File: config.mk
export PLATFORM = sky130hd
export DESIGN_NAME = msi_coh_ctrl
export DESIGN_NICKNAME = d
export VERILOG_FILES = /design/src/rtl/msi_pkg.sv /design/src/rtl/msi_tag_store.sv /design/src/rtl/msi_snoop_unit.sv /design/src/rtl/msi_local_unit.sv /design/src/rtl/msi_coh_ctrl.sv
export SDC_FILE = /design/constraint.sdc
export NUM_CORES = 1
export LEC_CHECK = 0
export BUFFER_PORTS_ARGS = -buffer_cell sky130_fd_sc_hd__buf_2
export CELL_PAD_IN_SITES_DETAIL_PLACEMENT = 1
export CELL_PAD_IN_SITES_GLOBAL_PLACEMENT = 1
export CORE_UTILIZATION = 47
export DETAILED_ROUTE_END_ITERATION = 12
export PLACE_DENSITY_LB_ADDON = 0.1
export SYNTH_ARGS = -nofsm -noshare
export SYNTH_HDL_FRONTEND = slang
export SYNTH_SLANG_ARGS = --single-unit
File: constraint.sdc
create_clock -name clk -period 8.1 [get_ports clk]
set_input_delay 1.62 -clock clk [delete_from_list [all_inputs] [get_ports clk]]
set_output_delay 1.62 -clock clk [all_outputs]
set_load 0.02 [all_outputs]
File: src/rtl/msi_pkg.sv
// Shared encodings for the snooping coherence controller.
package msi_pkg;
    typedef enum logic [1:0] {
        ST_I = 2'd0,
        ST_S = 2'd1,
        ST_M = 2'd2
    } line_st_t;

    typedef enum logic [1:0] {
        CMD_RDMISS = 2'd0,
        CMD_WRMISS = 2'd1,
        CMD_INVAL  = 2'd2,
        CMD_WRBACK = 2'd3
    } bus_cmd_t;
endpackage

File: src/rtl/msi_tag_store.sv
// Per-line state and tag registers with one core write port and one snoop
// write port. Assumes the two ports never target the same line in a cycle;
// if they do, the snoop port wins.
module msi_tag_store #(
    parameter int IDX_W = 2,
    parameter int TAG_W = 4
) (
    input  logic                               clk,
    input  logic                               rst_n,
    input  logic                               lw_en,
    input  logic [IDX_W-1:0]                   lw_idx,
    input  logic [1:0]                         lw_st,
    input  logic [TAG_W-1:0]                   lw_tag,
    input  logic                               sw_en,
    input  logic [IDX_W-1:0]                   sw_idx,
    input  logic [1:0]                         sw_st,
    output logic [(1<<IDX_W)-1:0][1:0]         st_q,
    output logic [(1<<IDX_W)-1:0][TAG_W-1:0]   tag_q
);
    import msi_pkg::*;
    localparam int NLINES = 1 << IDX_W;

    // Update state and tag of each line from whichever port addresses it.
    always_ff @(posedge clk) begin
        if (!rst_n) begin
            for (int g = 0; g < NLINES; g++) begin
                st_q[g]  <= ST_I;
                tag_q[g] <= '0;
            end
        end else begin
            for (int g = 0; g < NLINES; g++) begin
                if (sw_en && sw_idx == IDX_W'(g)) begin
                    st_q[g] <= sw_st;
                end else if (lw_en && lw_idx == IDX_W'(g)) begin
                    st_q[g]  <= lw_st;
                    tag_q[g] <= lw_tag;
                end
            end
        end
    end

    // the blocking rule keeps the two ports off the same line.
    a_r10_no_write_clash: assert property (@(posedge clk) disable iff (!rst_n)
        !(sw_en && lw_en && sw_idx == lw_idx));
endmodule

File: src/rtl/msi_snoop_unit.sv
// Decides the reaction of one line to a peer bus transaction: the next state
// and whether this cache supplies the data. Pure combinational logic; it
// assumes the line was read from the duplicate snoop copy of the tags.
module msi_snoop_unit #(
    parameter int TAG_W = 4
) (
    input  logic             snp_valid,
    input  logic [1:0]       snp_cmd,
    input  logic [TAG_W-1:0] snp_tag,
    input  logic [1:0]       line_st,
    input  logic [TAG_W-1:0] line_tag,
    output logic             upd_en,
    output logic [1:0]       upd_st,
    output logic             supply
);
    import msi_pkg::*;
    logic hit;

    // Match the peer address against the line and pick the transition.
    always_comb begin
        hit    = snp_valid && (line_st != ST_I) && (line_tag == snp_tag);
        upd_en = 1'b0;
        upd_st = line_st;
        supply = 1'b0;
        if (hit) begin
            case (bus_cmd_t'(snp_cmd))
                CMD_RDMISS: begin
                    if (line_st == ST_M) begin
                        upd_en = 1'b1;
                        upd_st = ST_S;
                        supply = 1'b1;
                    end
                end
                CMD_WRMISS: begin
                    upd_en = 1'b1;
                    upd_st = ST_I;
                    supply = (line_st == ST_M);
                end
                CMD_INVAL: begin
                    upd_en = 1'b1;
                    upd_st = ST_I;
                end
                default: ;
            endcase
        end
    end
endmodule

File: src/rtl/msi_local_unit.sv
// Decides the handling of one core request against its indexed line: finish
// now, or which bus command to request, and the line update on a grant.
// Assumes the caller blocks the request when a snoop hits the same index.
module msi_local_unit #(
    parameter int TAG_W = 4
) (
    input  logic             cpu_valid,
    input  logic             cpu_write,
    input  logic [TAG_W-1:0] cpu_tag,
    input  logic [1:0]       line_st,
    input  logic [TAG_W-1:0] line_tag,
    input  logic             blocked,
    input  logic             bus_grant,
    output logic             bus_need,
    output logic [1:0]       bus_cmd,
    output logic             wb_sel,
    output logic             done,
    output logic             upd_en,
    output logic [1:0]       upd_st,
    output logic [TAG_W-1:0] upd_tag,
    output logic             fill_sel,
    output logic             wr_sel
);
    import msi_pkg::*;
    logic go;
    logic hit;

    // Classify the request and derive the bus command and line update.
    always_comb begin
        go       = cpu_valid && !blocked;
        hit      = (line_st != ST_I) && (line_tag == cpu_tag);
        bus_need = 1'b0;
        bus_cmd  = CMD_RDMISS;
        wb_sel   = 1'b0;
        done     = 1'b0;
        upd_en   = 1'b0;
        upd_st   = line_st;
        fill_sel = 1'b0;
        wr_sel   = 1'b0;
        if (go) begin
            if (hit && (!cpu_write || line_st == ST_M)) begin
                done   = 1'b1;
                wr_sel = cpu_write;
            end else begin
                bus_need = 1'b1;
                if (hit) begin
                    bus_cmd = CMD_INVAL;
                end else if (line_st == ST_M) begin
                    bus_cmd = CMD_WRBACK;
                    wb_sel  = 1'b1;
                end else begin
                    bus_cmd = cpu_write ? CMD_WRMISS : CMD_RDMISS;
                end
                if (bus_grant) begin
                    upd_en = 1'b1;
                    if (wb_sel) begin
                        upd_st = ST_I;
                    end else begin
                        done     = 1'b1;
                        upd_st   = cpu_write ? ST_M : ST_S;
                        fill_sel = !cpu_write;
                        wr_sel   = cpu_write;
                    end
                end
            end
        end
        upd_tag = wb_sel ? line_tag : cpu_tag;
    end
endmodule

File: src/rtl/msi_coh_ctrl.sv
// Top of the snooping three-state coherence controller for a direct-mapped,
// one-word-per-line write-back cache. The core path reads the primary tag
// copy and the snoop path reads a mirrored copy; both are written together.
// Assumes an external arbiter never grants while a peer drives snp_valid.
module msi_coh_ctrl #(
    parameter int ADDR_W = 6,
    parameter int IDX_W  = 2,
    parameter int DATA_W = 8
) (
    input  logic              clk,
    input  logic              rst_n,
    input  logic              cpu_valid,
    input  logic              cpu_write,
    input  logic [ADDR_W-1:0] cpu_addr,
    input  logic [DATA_W-1:0] cpu_wdata,
    output logic              cpu_done,
    output logic [DATA_W-1:0] cpu_rdata,
    output logic              bus_req,
    output logic [1:0]        bus_cmd,
    output logic [ADDR_W-1:0] bus_addr,
    output logic [DATA_W-1:0] bus_wdata,
    input  logic              bus_grant,
    input  logic [DATA_W-1:0] bus_rdata,
    input  logic              snp_valid,
    input  logic [1:0]        snp_cmd,
    input  logic [ADDR_W-1:0] snp_addr,
    output logic              snp_supply,
    output logic [DATA_W-1:0] snp_data
);
    import msi_pkg::*;
    localparam int TAG_W  = ADDR_W - IDX_W;
    localparam int NLINES = 1 << IDX_W;
    localparam int NCOPY  = 2;

    logic [IDX_W-1:0] cidx, sidx;
    logic [TAG_W-1:0] ctag, stag;
    logic [NLINES-1:0][1:0]       st_cp  [NCOPY];
    logic [NLINES-1:0][TAG_W-1:0] tag_cp [NCOPY];
    logic [NLINES-1:0][DATA_W-1:0] data_q;

    logic             blocked;
    logic             loc_need, loc_wb, loc_done, loc_upd, loc_fill, loc_wr;
    logic [1:0]       loc_cmd, loc_st;
    logic [TAG_W-1:0] loc_tag;
    logic             snp_upd;
    logic [1:0]       snp_st;

    // Split both addresses into tag and index; detect same-line conflicts.
    always_comb begin
        cidx    = cpu_addr[IDX_W-1:0];
        ctag    = cpu_addr[ADDR_W-1:IDX_W];
        sidx    = snp_addr[IDX_W-1:0];
        stag    = snp_addr[ADDR_W-1:IDX_W];
        blocked = snp_valid && (sidx == cidx);
    end

    // Primary (core) and duplicate (snoop) copies of state and tag.
    for (genvar k = 0; k < NCOPY; k++) begin : g_copy
        msi_tag_store #(.IDX_W(IDX_W), .TAG_W(TAG_W)) u_tags (
            .clk    (clk),
            .rst_n  (rst_n),
            .lw_en  (loc_upd),
            .lw_idx (cidx),
            .lw_st  (loc_st),
            .lw_tag (loc_tag),
            .sw_en  (snp_upd),
            .sw_idx (sidx),
            .sw_st  (snp_st),
            .st_q   (st_cp[k]),
            .tag_q  (tag_cp[k])
        );
    end

    msi_local_unit #(.TAG_W(TAG_W)) u_local (
        .cpu_valid (cpu_valid),
        .cpu_write (cpu_write),
        .cpu_tag   (ctag),
        .line_st   (st_cp[0][cidx]),
        .line_tag  (tag_cp[0][cidx]),
        .blocked   (blocked),
        .bus_grant (bus_grant),
        .bus_need  (loc_need),
        .bus_cmd   (loc_cmd),
        .wb_sel    (loc_wb),
        .done      (loc_done),
        .upd_en    (loc_upd),
        .upd_st    (loc_st),
        .upd_tag   (loc_tag),
        .fill_sel  (loc_fill),
        .wr_sel    (loc_wr)
    );

    msi_snoop_unit #(.TAG_W(TAG_W)) u_snoop (
        .snp_valid (snp_valid),
        .snp_cmd   (snp_cmd),
        .snp_tag   (stag),
        .line_st   (st_cp[1][sidx]),
        .line_tag  (tag_cp[1][sidx]),
        .upd_en    (snp_upd),
        .upd_st    (snp_st),
        .supply    (snp_supply)
    );

    // Data words: written by a completing write or filled by a read miss.
    always_ff @(posedge clk) begin
        if (!rst_n) begin
            data_q <= '0;
        end else if (loc_done && loc_wr) begin
            data_q[cidx] <= cpu_wdata;
        end else if (loc_done && loc_fill) begin
            data_q[cidx] <= bus_rdata;
        end
    end

    // Drive the core and bus outputs.
    always_comb begin
        cpu_done  = loc_done;
        cpu_rdata = loc_fill ? bus_rdata : data_q[cidx];
        bus_req   = loc_need;
        bus_cmd   = loc_cmd;
        bus_addr  = loc_wb ? {tag_cp[0][cidx], cidx} : cpu_addr;
        bus_wdata = data_q[cidx];
        snp_data  = data_q[sidx];
    end

    // the snoop copy mirrors the core copy at every edge.
    always_ff @(posedge clk) begin
        if (rst_n) begin
            a_r11_dup_mirror: assert (st_cp[0] == st_cp[1] && tag_cp[0] == tag_cp[1])
                else $error("snoop tag copy diverged");
        end
    end

    // a completed access leaves the line valid with the request's tag.
    a_r2_done_leaves_valid: assert property (@(posedge clk) disable iff (!rst_n)
        cpu_done |=> (st_cp[0][$past(cidx)] != ST_I) && (tag_cp[0][$past(cidx)] == $past(ctag)));

    // a completed write leaves the line Modified.
    a_r4_write_owns_line: assert property (@(posedge clk) disable iff (!rst_n)
        (cpu_done && cpu_write) |=> (st_cp[0][$past(cidx)] == ST_M));

    // after supplying data the line is no longer Modified.
    a_r7_supply_drops_owner: assert property (@(posedge clk) disable iff (!rst_n)
        snp_supply |=> (st_cp[1][$past(sidx)] != ST_M));

    // an ungranted request repeats unchanged while the core holds it.
    a_r12_req_held: assert property (@(posedge clk) disable iff (!rst_n)
        (bus_req && !bus_grant) ##1 (cpu_valid && $stable(cpu_addr) && $stable(cpu_write) && !blocked)
        |-> (bus_req && $stable(bus_cmd) && $stable(bus_addr)));
endmodule

==> summary by stage, run 1 <==
Outcome
The flow ran to the end, and the final reports show no timing, DRC or antenna violations.

Floorplanning
The die covers 0.00798 mm^2. The die extent in y is 89.3 um. The number of placed I/O pins is 71.

The core footprint is 0.00733 mm^2. The standard-cell row count is 31. For this configuration, the core starts out at a cell density of 48.9%. The floorplan step set the die width to 89.3 um.

Logic synthesis
The cell count after synthesis came out at 333. Multiplexer cells account for 27.5% of the synthesized area. The average instance in the mapped netlist occupies 10.8 um^2.

The share of synthesized registers carrying an async set or reset is 0%. Summing the areas of all compound-gate instances in the mapped netlist gives 18.2% of the synthesized area. In the synthesized netlist the dominant register cell turns out to be sky130_fd_sc_hd__dfxtp_1. After synthesis, the most frequently instantiated cells are sky130_fd_sc_hd__dfxtp_1, sky130_fd_sc_hd__nand2_1, sky130_fd_sc_hd__a32o_1, sky130_fd_sc_hd__mux4_2, sky130_fd_sc_hd__nor2_1. In this run, synthesis inferred 0 flip-flops with an integrated enable.

The adder and majority cell fraction of the synthesized area is 1.05%. The number of nets in the synthesized netlist is 372. The share of synthesized area in the top cell type comes to 31.3%.

The synthesized design spends more area on one cell type than any other, namely sky130_fd_sc_hd__dfxtp_1. By area the synthesized netlist is led by sky130_fd_sc_hd__dfxtp_1, sky130_fd_sc_hd__mux4_2, sky130_fd_sc_hd__a32o_1. In this run, distinct cell masters in the synthesized netlist total 54.

Yosys printed 0 warnings. After synthesis, flip-flops and latches occupy 31.3% of the total area. The xor and xnor fraction of the mapped netlist area is 2.16%. The post-synthesis register bit count is 56. The synthesized netlist devotes 15.2% of its cell area to simple gates.

The area of the mapped netlist is 0.00358 mm^2. The largest family of logic cells by synthesized area is multiplexers. In the post-synthesis netlist, the cell with the most instances is sky130_fd_sc_hd__dfxtp_1.

Placed design
The number of input and output port buffers inserted is 70. At the end of routability-driven placement, the weighted congestion stood at 0.809. The placement-stage worst setup slack is 2020 ps.

The estimated wirelength of the detail-placed design is 7490 um. Summing all placed instances gives a cell area of 0.00394 mm^2.

Clock network
TritonCTS built the clock tree. The clock passes through at most 2 buffers. At the later pin of the worst-skew pair, clock insertion delay measures 320 ps. Gates resized during post-CTS repair numbered 0. The clock slew seen by the registers of the worst setup and hold paths is 110 ps.

The number of buffers added for setup after CTS is 0. The cell chosen for the clock root is sky130_fd_sc_hd__clkbuf_8. The clock tree synthesis step divided the H-tree into 2 levels. In this run, CTS created clock tree buffers numbering 5. The clock net in this run drives a total of 56 sinks. The hold buffer count at cts is 0.

Global route
Entering global routing, the biggest net connects 33 pins. The global-route track usage on met3 is 3.05%. The most used routing layer in global routing is met2.

The global-route wire length before repair is 16400 um. The met2 track utilization from global routing is 46.6%. The number of antenna violations at the first check in global routing is 0.

The number of global-route vias before repair is 3114. After global routing the overflow that remains totals 0. Global routing consumed, over all layers together, 28.0% of the routing resources. The met1 capacity usage during global routing is 38.9%.

Layout
The post-route netlist has 35.3% of its cells at a drive strength greater than 1. With fillers left out, the area of the finished cells amounts to 0.00405 mm^2. The relative area change from synthesis to final layout is 13.0%.

The net count of the finished layout is 429. The diode insertion count for antenna repair is 0.

Setup path
The critical path in this run is classified as in2out. In this run the worst path has a maximum fanout of 23. The data arrival time at the worst-slack endpoint is 4400 ps. The slowest stage of the critical path belongs to the cell sky130_fd_sc_hd__o21ai_1. The kind of end point of the critical path is an output port. The element type at the critical path start is an input pin. For the worst flop-to-flop path, the logic depth is 6. The delay of the slowest cell on the worst path is 710 ps.

For the worst setup path, the data required time is 6480 ps. Walking the worst path, the cells encountered are buf_2 > mux4_1 > xnor2_1 > o211ai_4 > o21ai_1 > nand2_1 > nand2_1 > buf_2.

STA
Setup repair after global routing left no endpoint under its margin. The headroom to the max-slew limit is 15.4%. The number of pins exceeding their max-slew limit in the final report is 0. For the pin with the worst max-slew slack, the measured transition is 1270 ps. The worst path meets setup with 2080 ps of slack. The total count of hold-check failures in the final report is 0. Setup violations remaining at the end of the flow were counted as 0.

The fraction of the cycle the final worst path needs is 74.3%. The maximum clock frequency is 166 MHz. For the final routed database, the setup TNS stands at 0 ps. The worst path in the final design needs a cycle of 6020 ps, including I/O delays and setup. Across the routed clock network, the largest skew measured is 8.40 ps.

Power
In this run the static leakage power is 1.71 nW. Dividing total power by cell area gives a power density of 149 mW/mm^2. Net switching is 29.8% of the power. Sequential cells account for 47.8% of the total power.

The combinational cell fraction of total power is 20.5%. The maximum VDD drop is 0.0765 mV. The analysis attributes to net switching a power of 180 uW. Cell internal power was estimated by the tool at 424 uW. The portion of total power attributed to the clock network is 31.7%.

Drt
The count of TritonRoute iterations in the first routing pass is 4. The DRC violations left is 0. The post-detailed-route via-to-cell ratio is 6.34. Once detail routing completed, the nets flagged for antenna violations numbered 0. The final layout contains routed wiring with a total length of 10400 um. The total via count in the routed design is 3105. In the final routed layout, each cell accounts on average for 21.3 um.

The number of DRC markers after the initial detailed-route iteration is 147.

Run
Max-cap violations in this run came to 0.

Hold path
The type of the most critical hold path is reg2reg. Along the worst hold path, the cell count comes to 1.
-- placed cells by master (no fill, tap or decap), types with 2 or more instances in the layout --
cell                       instances
sky130_fd_sc_hd__o221ai_1          4
sky130_fd_sc_hd__buf_2            70
sky130_fd_sc_hd__nor2_1           23
sky130_fd_sc_hd__clkbuf_8          5
sky130_fd_sc_hd__nor4_1            2
sky130_fd_sc_hd__inv_1             7
sky130_fd_sc_hd__xor2_1            2
sky130_fd_sc_hd__nand4_1           4
sky130_fd_sc_hd__o32ai_2           3
sky130_fd_sc_hd__xnor2_1           5
sky130_fd_sc_hd__o21ai_0           2
sky130_fd_sc_hd__mux4_1            3
sky130_fd_sc_hd__nand2_1          39
sky130_fd_sc_hd__mux4_2           23
sky130_fd_sc_hd__o211ai_2          4
sky130_fd_sc_hd__mux2i_1          21
sky130_fd_sc_hd__a32o_1           31
sky130_fd_sc_hd__nand2b_1          5
sky130_fd_sc_hd__nand3_1          14
sky130_fd_sc_hd__buf_4             2
sky130_fd_sc_hd__a21oi_1           5
sky130_fd_sc_hd__and4b_1           3
sky130_fd_sc_hd__a31oi_1           4
sky130_fd_sc_hd__mux2_2           15
sky130_fd_sc_hd__nor4b_1           2
sky130_fd_sc_hd__nor2b_1           3
sky130_fd_sc_hd__a22oi_1           2
sky130_fd_sc_hd__nor4bb_1          2
sky130_fd_sc_hd__dfxtp_1          56
sky130_fd_sc_hd__ha_1              3
sky130_fd_sc_hd__nor3_1            4
-- sequential cells by signal, indices dropped and copies added (netlist names) --
name                 cells
g_copy.u_tags.tag_q     16
data_q                  32
g_copy.u_tags.st_q       8
-- worst max-delay path, delay by kind of cell --
kind / cells / cell delay, ps
muxes: 1 / 670
and+or+nand+nor: 2 / 250
AOI/OAI and AO/OA: 2 / 920
buffers and inverters: 2 / 650
xor gates and xnor gates: 1 / 290
-- power groups by stage --
stage	Sequential, mW	Combinational [mW]	Clock, mW
finish	0.288	0.124	0.191
global route	0.290	0.133	0.206
CTS	0.288	0.124	0.196
detailed placement	0.295	0.124	0
global placement	0.294	0.121	0
floorplan	0.293	0.0872	0
-- kinds of logic (layout without fill, tap and decap cells) --
family | after synthesis | after routing
DFF | 56 | 56
muxes | 63 | 63
xor gates and xnor gates | 8 | 8
buffers and inverters | 29 | 87
and+or+nand+nor | 109 | 109
AOI/OAI and AO/OA | 65 | 65
adders and majority gates | 3 | 3
-- cell type report --
type / instances / area [um^2]
timing repair buffer: 72 / 365
fill: 832 / 3280
sequential: 56 / 1120
clock buffer: 6 / 72.6
inverter: 7 / 26.3
clock inverter: 2 / 38.8
multi-input combinational: 248 / 2300
tap: 99 / 124
-- metal layers --
metal	vias up	routed length, um
met5	-	0
met4	0	77
met3	10	492
met2	94	5130
met1	1580	4750
li1	1421	-
-- path summary, 6_finish.rpt --
check / to / start / slack, ps
min: data_q[4]$_SDFFE_PN0P_ / data_q[4]$_SDFFE_PN0P_ / 500
max reg2reg: data_q[21]$_SDFFE_PN0P_ / g_copy[0].u_tags.tag_q[6]$_SDFFE_PN0P_ / 5220
min reg2reg: data_q[4]$_SDFFE_PN0P_ / data_q[4]$_SDFFE_PN0P_ / 500
max: cpu_rdata[0] / cpu_addr[0] / 2080
-- through the flow --
| stage | power (mW) | utilization [%] | hold slack, ps | std cells |
|---|---|---|---|---|
| finish | 0.603 | 55.3 | 496 | 490 |
| global route | 0.629 | 55.3 | 513 | 490 |
| CTS | 0.608 | 55.3 | 499 | 490 |
| detailed placement | 0.418 | 53.7 | 474 | 482 |
| global placement | 0.415 | 53.7 | 462 | 482 |
| floorplan | 0.380 | - | 453 | 333 |
Power figures use the tool's default switching activity.
==> run 2: changes to the inputs <==
--- a/config.mk
+++ b/config.mk
@@ -5,10 +5,11 @@
 export SDC_FILE = /design/constraint.sdc
 export NUM_CORES = 1
 export LEC_CHECK = 0
+export ABC_AREA = 1
 export BUFFER_PORTS_ARGS = -buffer_cell sky130_fd_sc_hd__buf_2
 export CELL_PAD_IN_SITES_DETAIL_PLACEMENT = 1
 export CELL_PAD_IN_SITES_GLOBAL_PLACEMENT = 1
-export CORE_UTILIZATION = 47
+export CORE_UTILIZATION = 35
 export DETAILED_ROUTE_END_ITERATION = 12
 export PLACE_DENSITY_LB_ADDON = 0.1
 export SYNTH_ARGS = -nofsm -noshare
==> constraint.sdc (replaced) <==
create_clock -name clk -period 4.95 [get_ports clk]
set_input_delay 0.99 -clock clk [delete_from_list [all_inputs] [get_ports clk]]
set_output_delay 0.99 -clock clk [all_outputs]
set_load 0.02 [all_outputs]
==> run 2 against run 1 <==
Total power up 49%. Clock-buffer cell count down 1. Largest power group unchanged. Sequential cell count unchanged. Critical endpoint is now bus_addr[5]. Clock power up 22%. Non-clock buffer count up 3. Register-to-register slack worse by 2700 ps. Hold slack worse by 25 ps. Combinational power up 55%. Sequential share of layout area down 1.2 points. Worst setup slack worse by 1500 ps.
==> summary by stage, run 2 <==
Drt
The post-detailed-route via-to-cell ratio is 5.14. The total wire length is 12800 um. The remaining antenna violation count after routing is 0. The average detailed-routed wire length per instance is 15.7 um. The first detailed-routing pass took 4 iterations. The number of DRC markers after the initial detailed-route iteration is 208.

The routed layout has 4193 vias. The DRC violations left is 0.

Logic synthesis
Synthesis produced 623 cells. The cell accounting for the most synthesized area is sky130_fd_sc_hd__dfxtp_1. Counting every net in the synthesized netlist gives 662. The synthesized design contains 56 register bits. Among all flip-flop cells after synthesis, the most frequent one is sky130_fd_sc_hd__dfxtp_1. Of the synthesized area, sequential elements account for 29.9%. Sorting the synthesized cells by area gives the leading types as sky130_fd_sc_hd__dfxtp_1, sky130_fd_sc_hd__nand2_1, sky130_fd_sc_hd__nor2_1.

The warning count from the yosys run is 0. In the synthesized netlist, the cells that appear most often are sky130_fd_sc_hd__nand2_1, sky130_fd_sc_hd__nor2_1, sky130_fd_sc_hd__inv_1, sky130_fd_sc_hd__dfxtp_1, sky130_fd_sc_hd__o21ai_0. Yosys mapped the design onto 32 distinct sky130hd cell types. The post-synthesis area per instance is 6.02 um^2.

The synthesized design contains 0 enable-type register cells. The area of the mapped netlist is 0.00375 mm^2. sky130_fd_sc_hd__nand2_1 is the most common cell in the netlist.

The top cell type by area accounts for 29.9% of the synthesized area. The share of synthesized registers carrying an async set or reset is 0%.

Setup path
The maximum fanout encountered on the critical timing path is 14. For flop-to-flop paths, the worst setup slack is 2500 ps. The critical path required time is 3960 ps.

The worst setup path is captured at an output port. The endpoint of the most critical setup path is bus_addr[5]. The worst reg2reg path endpoint is data_q[31]$_SDFFE_PN0P_.

The startpoint of the most critical register-to-register path is g_copy[0].u_tags.tag_q[10]$_SDFFE_PN0P_. In this run the worst setup path begins at cpu_addr[0]. The number of cells on the worst reg-to-reg path is 15. The classification of the worst setup path is in2out. The data arrival time at the worst-slack endpoint is 3370 ps. The worst setup path is launched from an input pin.

STA
Setup repair after global routing left no endpoint under its margin. The actual slew at the worst max-slew pin is 799 ps. The post-layout worst setup margin is 592 ps. The number of pins exceeding their max-slew limit in the final report is 0. Between clock sinks in the finished design, the worst skew comes to 8.09 ps. The setup-violating endpoint count in the final report is 0. Dividing the final minimum period by the clock period gives 88.0%. The headroom to the max-slew limit is 46.7%.

Subtracting the final worst setup slack from the clock period gives 4360 ps. The aggregate negative setup slack is 0 ps. Across all hold checks on the routed design, the worst slack comes to 471 ps.

For this run, the top clock speed supported by timing is 229 MHz. The total count of hold-check failures in the final report is 0.

Outcome
The flow ran to the end, and the final reports show no timing, DRC or antenna violations.

Floorplanning
The standard-cell row count is 37. The number of placed I/O pins is 71. The core footprint is 0.0104 mm^2. The floorplan step set the die width to 105 um. The die area is 0.0111 mm^2. The die is 105 um tall. The initial core utilization is 36.1%.

Clock network
The maximum root-to-sink buffer count is 2. The number of buffers added for setup after CTS is 0. Once the clock tree was built, the resizer swapped 0 gates to a different size. The number of hold buffers added after CTS was 0. The sink count of the clock tree is 56. For the worst-skew pair, the clock arrives at the later sink with an insertion delay of 300 ps. Counting the buffers created by CTS gives 5. The clock slew seen by the registers of the worst setup and hold paths is 90 ps. The H-tree generated during clock tree synthesis spans 2 levels. The cell chosen for the clock root is sky130_fd_sc_hd__clkbuf_8. The TritonCTS clock tree is yes.

Power
In this run the static leakage power is 2.06 nW. The maximum VDD drop is 0.0974 mV. Power spread over the standard cell area amounts to 213 mW/mm^2.

Layout
The relative area change from synthesis to final layout is 12.8%. After filler insertion, the fill cell instance count of the layout stands at 1465. The library cells used most frequently in the layout, excluding fill and tap cells, are sky130_fd_sc_hd__nand2_1, sky130_fd_sc_hd__nor2_1, sky130_fd_sc_hd__inv_1, sky130_fd_sc_hd__buf_2, sky130_fd_sc_hd__dfxtp_1. The register name with the most flops is data_q. The number of flip-flops under the largest register name is 32. In the final layout, the registers with the most flip-flops are data_q: 32 flops, g_copy.u_tags.tag_q: 16 flops, g_copy.u_tags.st_q: 8 flops. The layout net count is 720. The finished layout holds 815 standard cells, fillers aside. Leaving out fill and tap cells, the most frequent cell in the layout is sky130_fd_sc_hd__nand2_1. The fraction of layout instances using a drive strength above 1 is 14.4%. The number of antenna diodes in the final layout is 0.

Global route
The total overflow left after global routing is 0. Entering global routing, the biggest net connects 45 pins. For this run, the total global-route usage over all layers was measured as 23.3%.

The first global-routing pass estimated 20500 um of wire. The number of antenna violations at the first check in global routing is 0. The number of global-route vias before repair was 4091.

Placed design
Counting tap cells, the placed design contains a total of 810 instances. The estimated wirelength of the detail-placed design is 9760 um. Buffers placed on the I/O ports in this run total 70. The placement-stage worst setup slack is 638 ps. Routability-driven placement finished with a final weighted congestion of 0.834.

Run
The count of max-cap constraint violations is 0.

Hold path
In this run the worst hold path is classified as reg2reg.
==> run 2: changes by cell type after synthesis, moves of 15 or more <==
cell / before / now
sky130_fd_sc_hd__mux2_2: 15 / 0
sky130_fd_sc_hd__nor2_1: 23 / 109
sky130_fd_sc_hd__nand2_1: 39 / 213
sky130_fd_sc_hd__inv_1: 7 / 70
sky130_fd_sc_hd__a21oi_1: 5 / 21
sky130_fd_sc_hd__mux2i_1: 22 / 0
sky130_fd_sc_hd__a32o_1: 31 / 0
sky130_fd_sc_hd__o21ai_0: 2 / 25
sky130_fd_sc_hd__a22oi_1: 2 / 22
sky130_fd_sc_hd__mux4_2: 23 / 0
==> run 2: worst min path at each step <==
stage	startpoint	end	slack, ps	cells past startpoint
after floorplan	g_copy[0].u_tags.tag_q[12]$_SDFFE_PN0P_	g_copy[0].u_tags.tag_q[12]$_SDFFE_PN0P_	450	2
after global placement	g_copy[0].u_tags.tag_q[12]$_SDFFE_PN0P_	g_copy[0].u_tags.tag_q[12]$_SDFFE_PN0P_	450	2
after detailed placement	g_copy[0].u_tags.tag_q[12]$_SDFFE_PN0P_	g_copy[0].u_tags.tag_q[12]$_SDFFE_PN0P_	460	2
after CTS	g_copy[0].u_tags.tag_q[12]$_SDFFE_PN0P_	g_copy[0].u_tags.tag_q[12]$_SDFFE_PN0P_	470	2
after global routing	g_copy[0].u_tags.tag_q[12]$_SDFFE_PN0P_	g_copy[0].u_tags.tag_q[12]$_SDFFE_PN0P_	500	2
final	g_copy[0].u_tags.tag_q[12]$_SDFFE_PN0P_	g_copy[0].u_tags.tag_q[12]$_SDFFE_PN0P_	470	2
==> run 2: kinds of logic after synthesis <==
family	after synthesis	synth area share (%)
flip-flops	56	29.9
adder cells (fa/ha/maj)	3	1.00
AND/OR/NAND/NOR	373	40.9
buffers and inverters	99	11.4
AO/OA/AOI/OAI	92	16.8
==> run 2: per-layer routing <==
layer | GRT usage, % | wire [um] | vias to the layer above
met3 | 3.34 | 588 | 4
met2 | 35.7 | 5550 | 96
met1 | 34.1 | 6570 | 1991
met4 | 5.46 | 58 | 0
met5 | 0 | 0 | -
li1 | - | - | 2102
==> run 2: layout make-up <==
cell class / count / area, um^2 / area share [%]
Timing Repair Buffer: 75 / 388 / 9.17
Sequential cell: 56 / 1120 / 26.5
Multi-Input combinational cell: 468 / 2200 / 52.0
Tap cell: 136 / 170 / 4.02
Clock buffer: 5 / 68.8 / 1.63
Inverter: 75 / 282 / 6.66
==> run 2: metrics by stage <==
step           instance area [um^2]  total power [mW]  utilization [%]
3_5_place_dp                   4160             0.677             40.1
3_3_place_gp                   4160             0.671             40.1
2_1_floorplan                  3750             0.612                -
6_report                       4230             0.899             40.8
5_1_grt                        4230             0.948             40.8
4_1_cts                        4230             0.909             40.8
==> run 2: where the power goes <==
group,switching (mW),total [mW],internal [mW]
Sequential,0.0103,0.474,0.464
Clock,0.141,0.233,0.0920
Combinational,0.134,0.192,0.0587
==> run 2: worst max-delay path, cell delays in order <==
cell	delay, ps
sky130_fd_sc_hd__buf_2	200
sky130_fd_sc_hd__nor2_1	530
sky130_fd_sc_hd__nand2_1	190
sky130_fd_sc_hd__nand4_1	160
sky130_fd_sc_hd__nor2_1	70
sky130_fd_sc_hd__nor2_1	150
sky130_fd_sc_hd__nand2_1	160
sky130_fd_sc_hd__nand3_1	270
sky130_fd_sc_hd__nor2_1	70
sky130_fd_sc_hd__a21oi_1	330
sky130_fd_sc_hd__buf_2	240
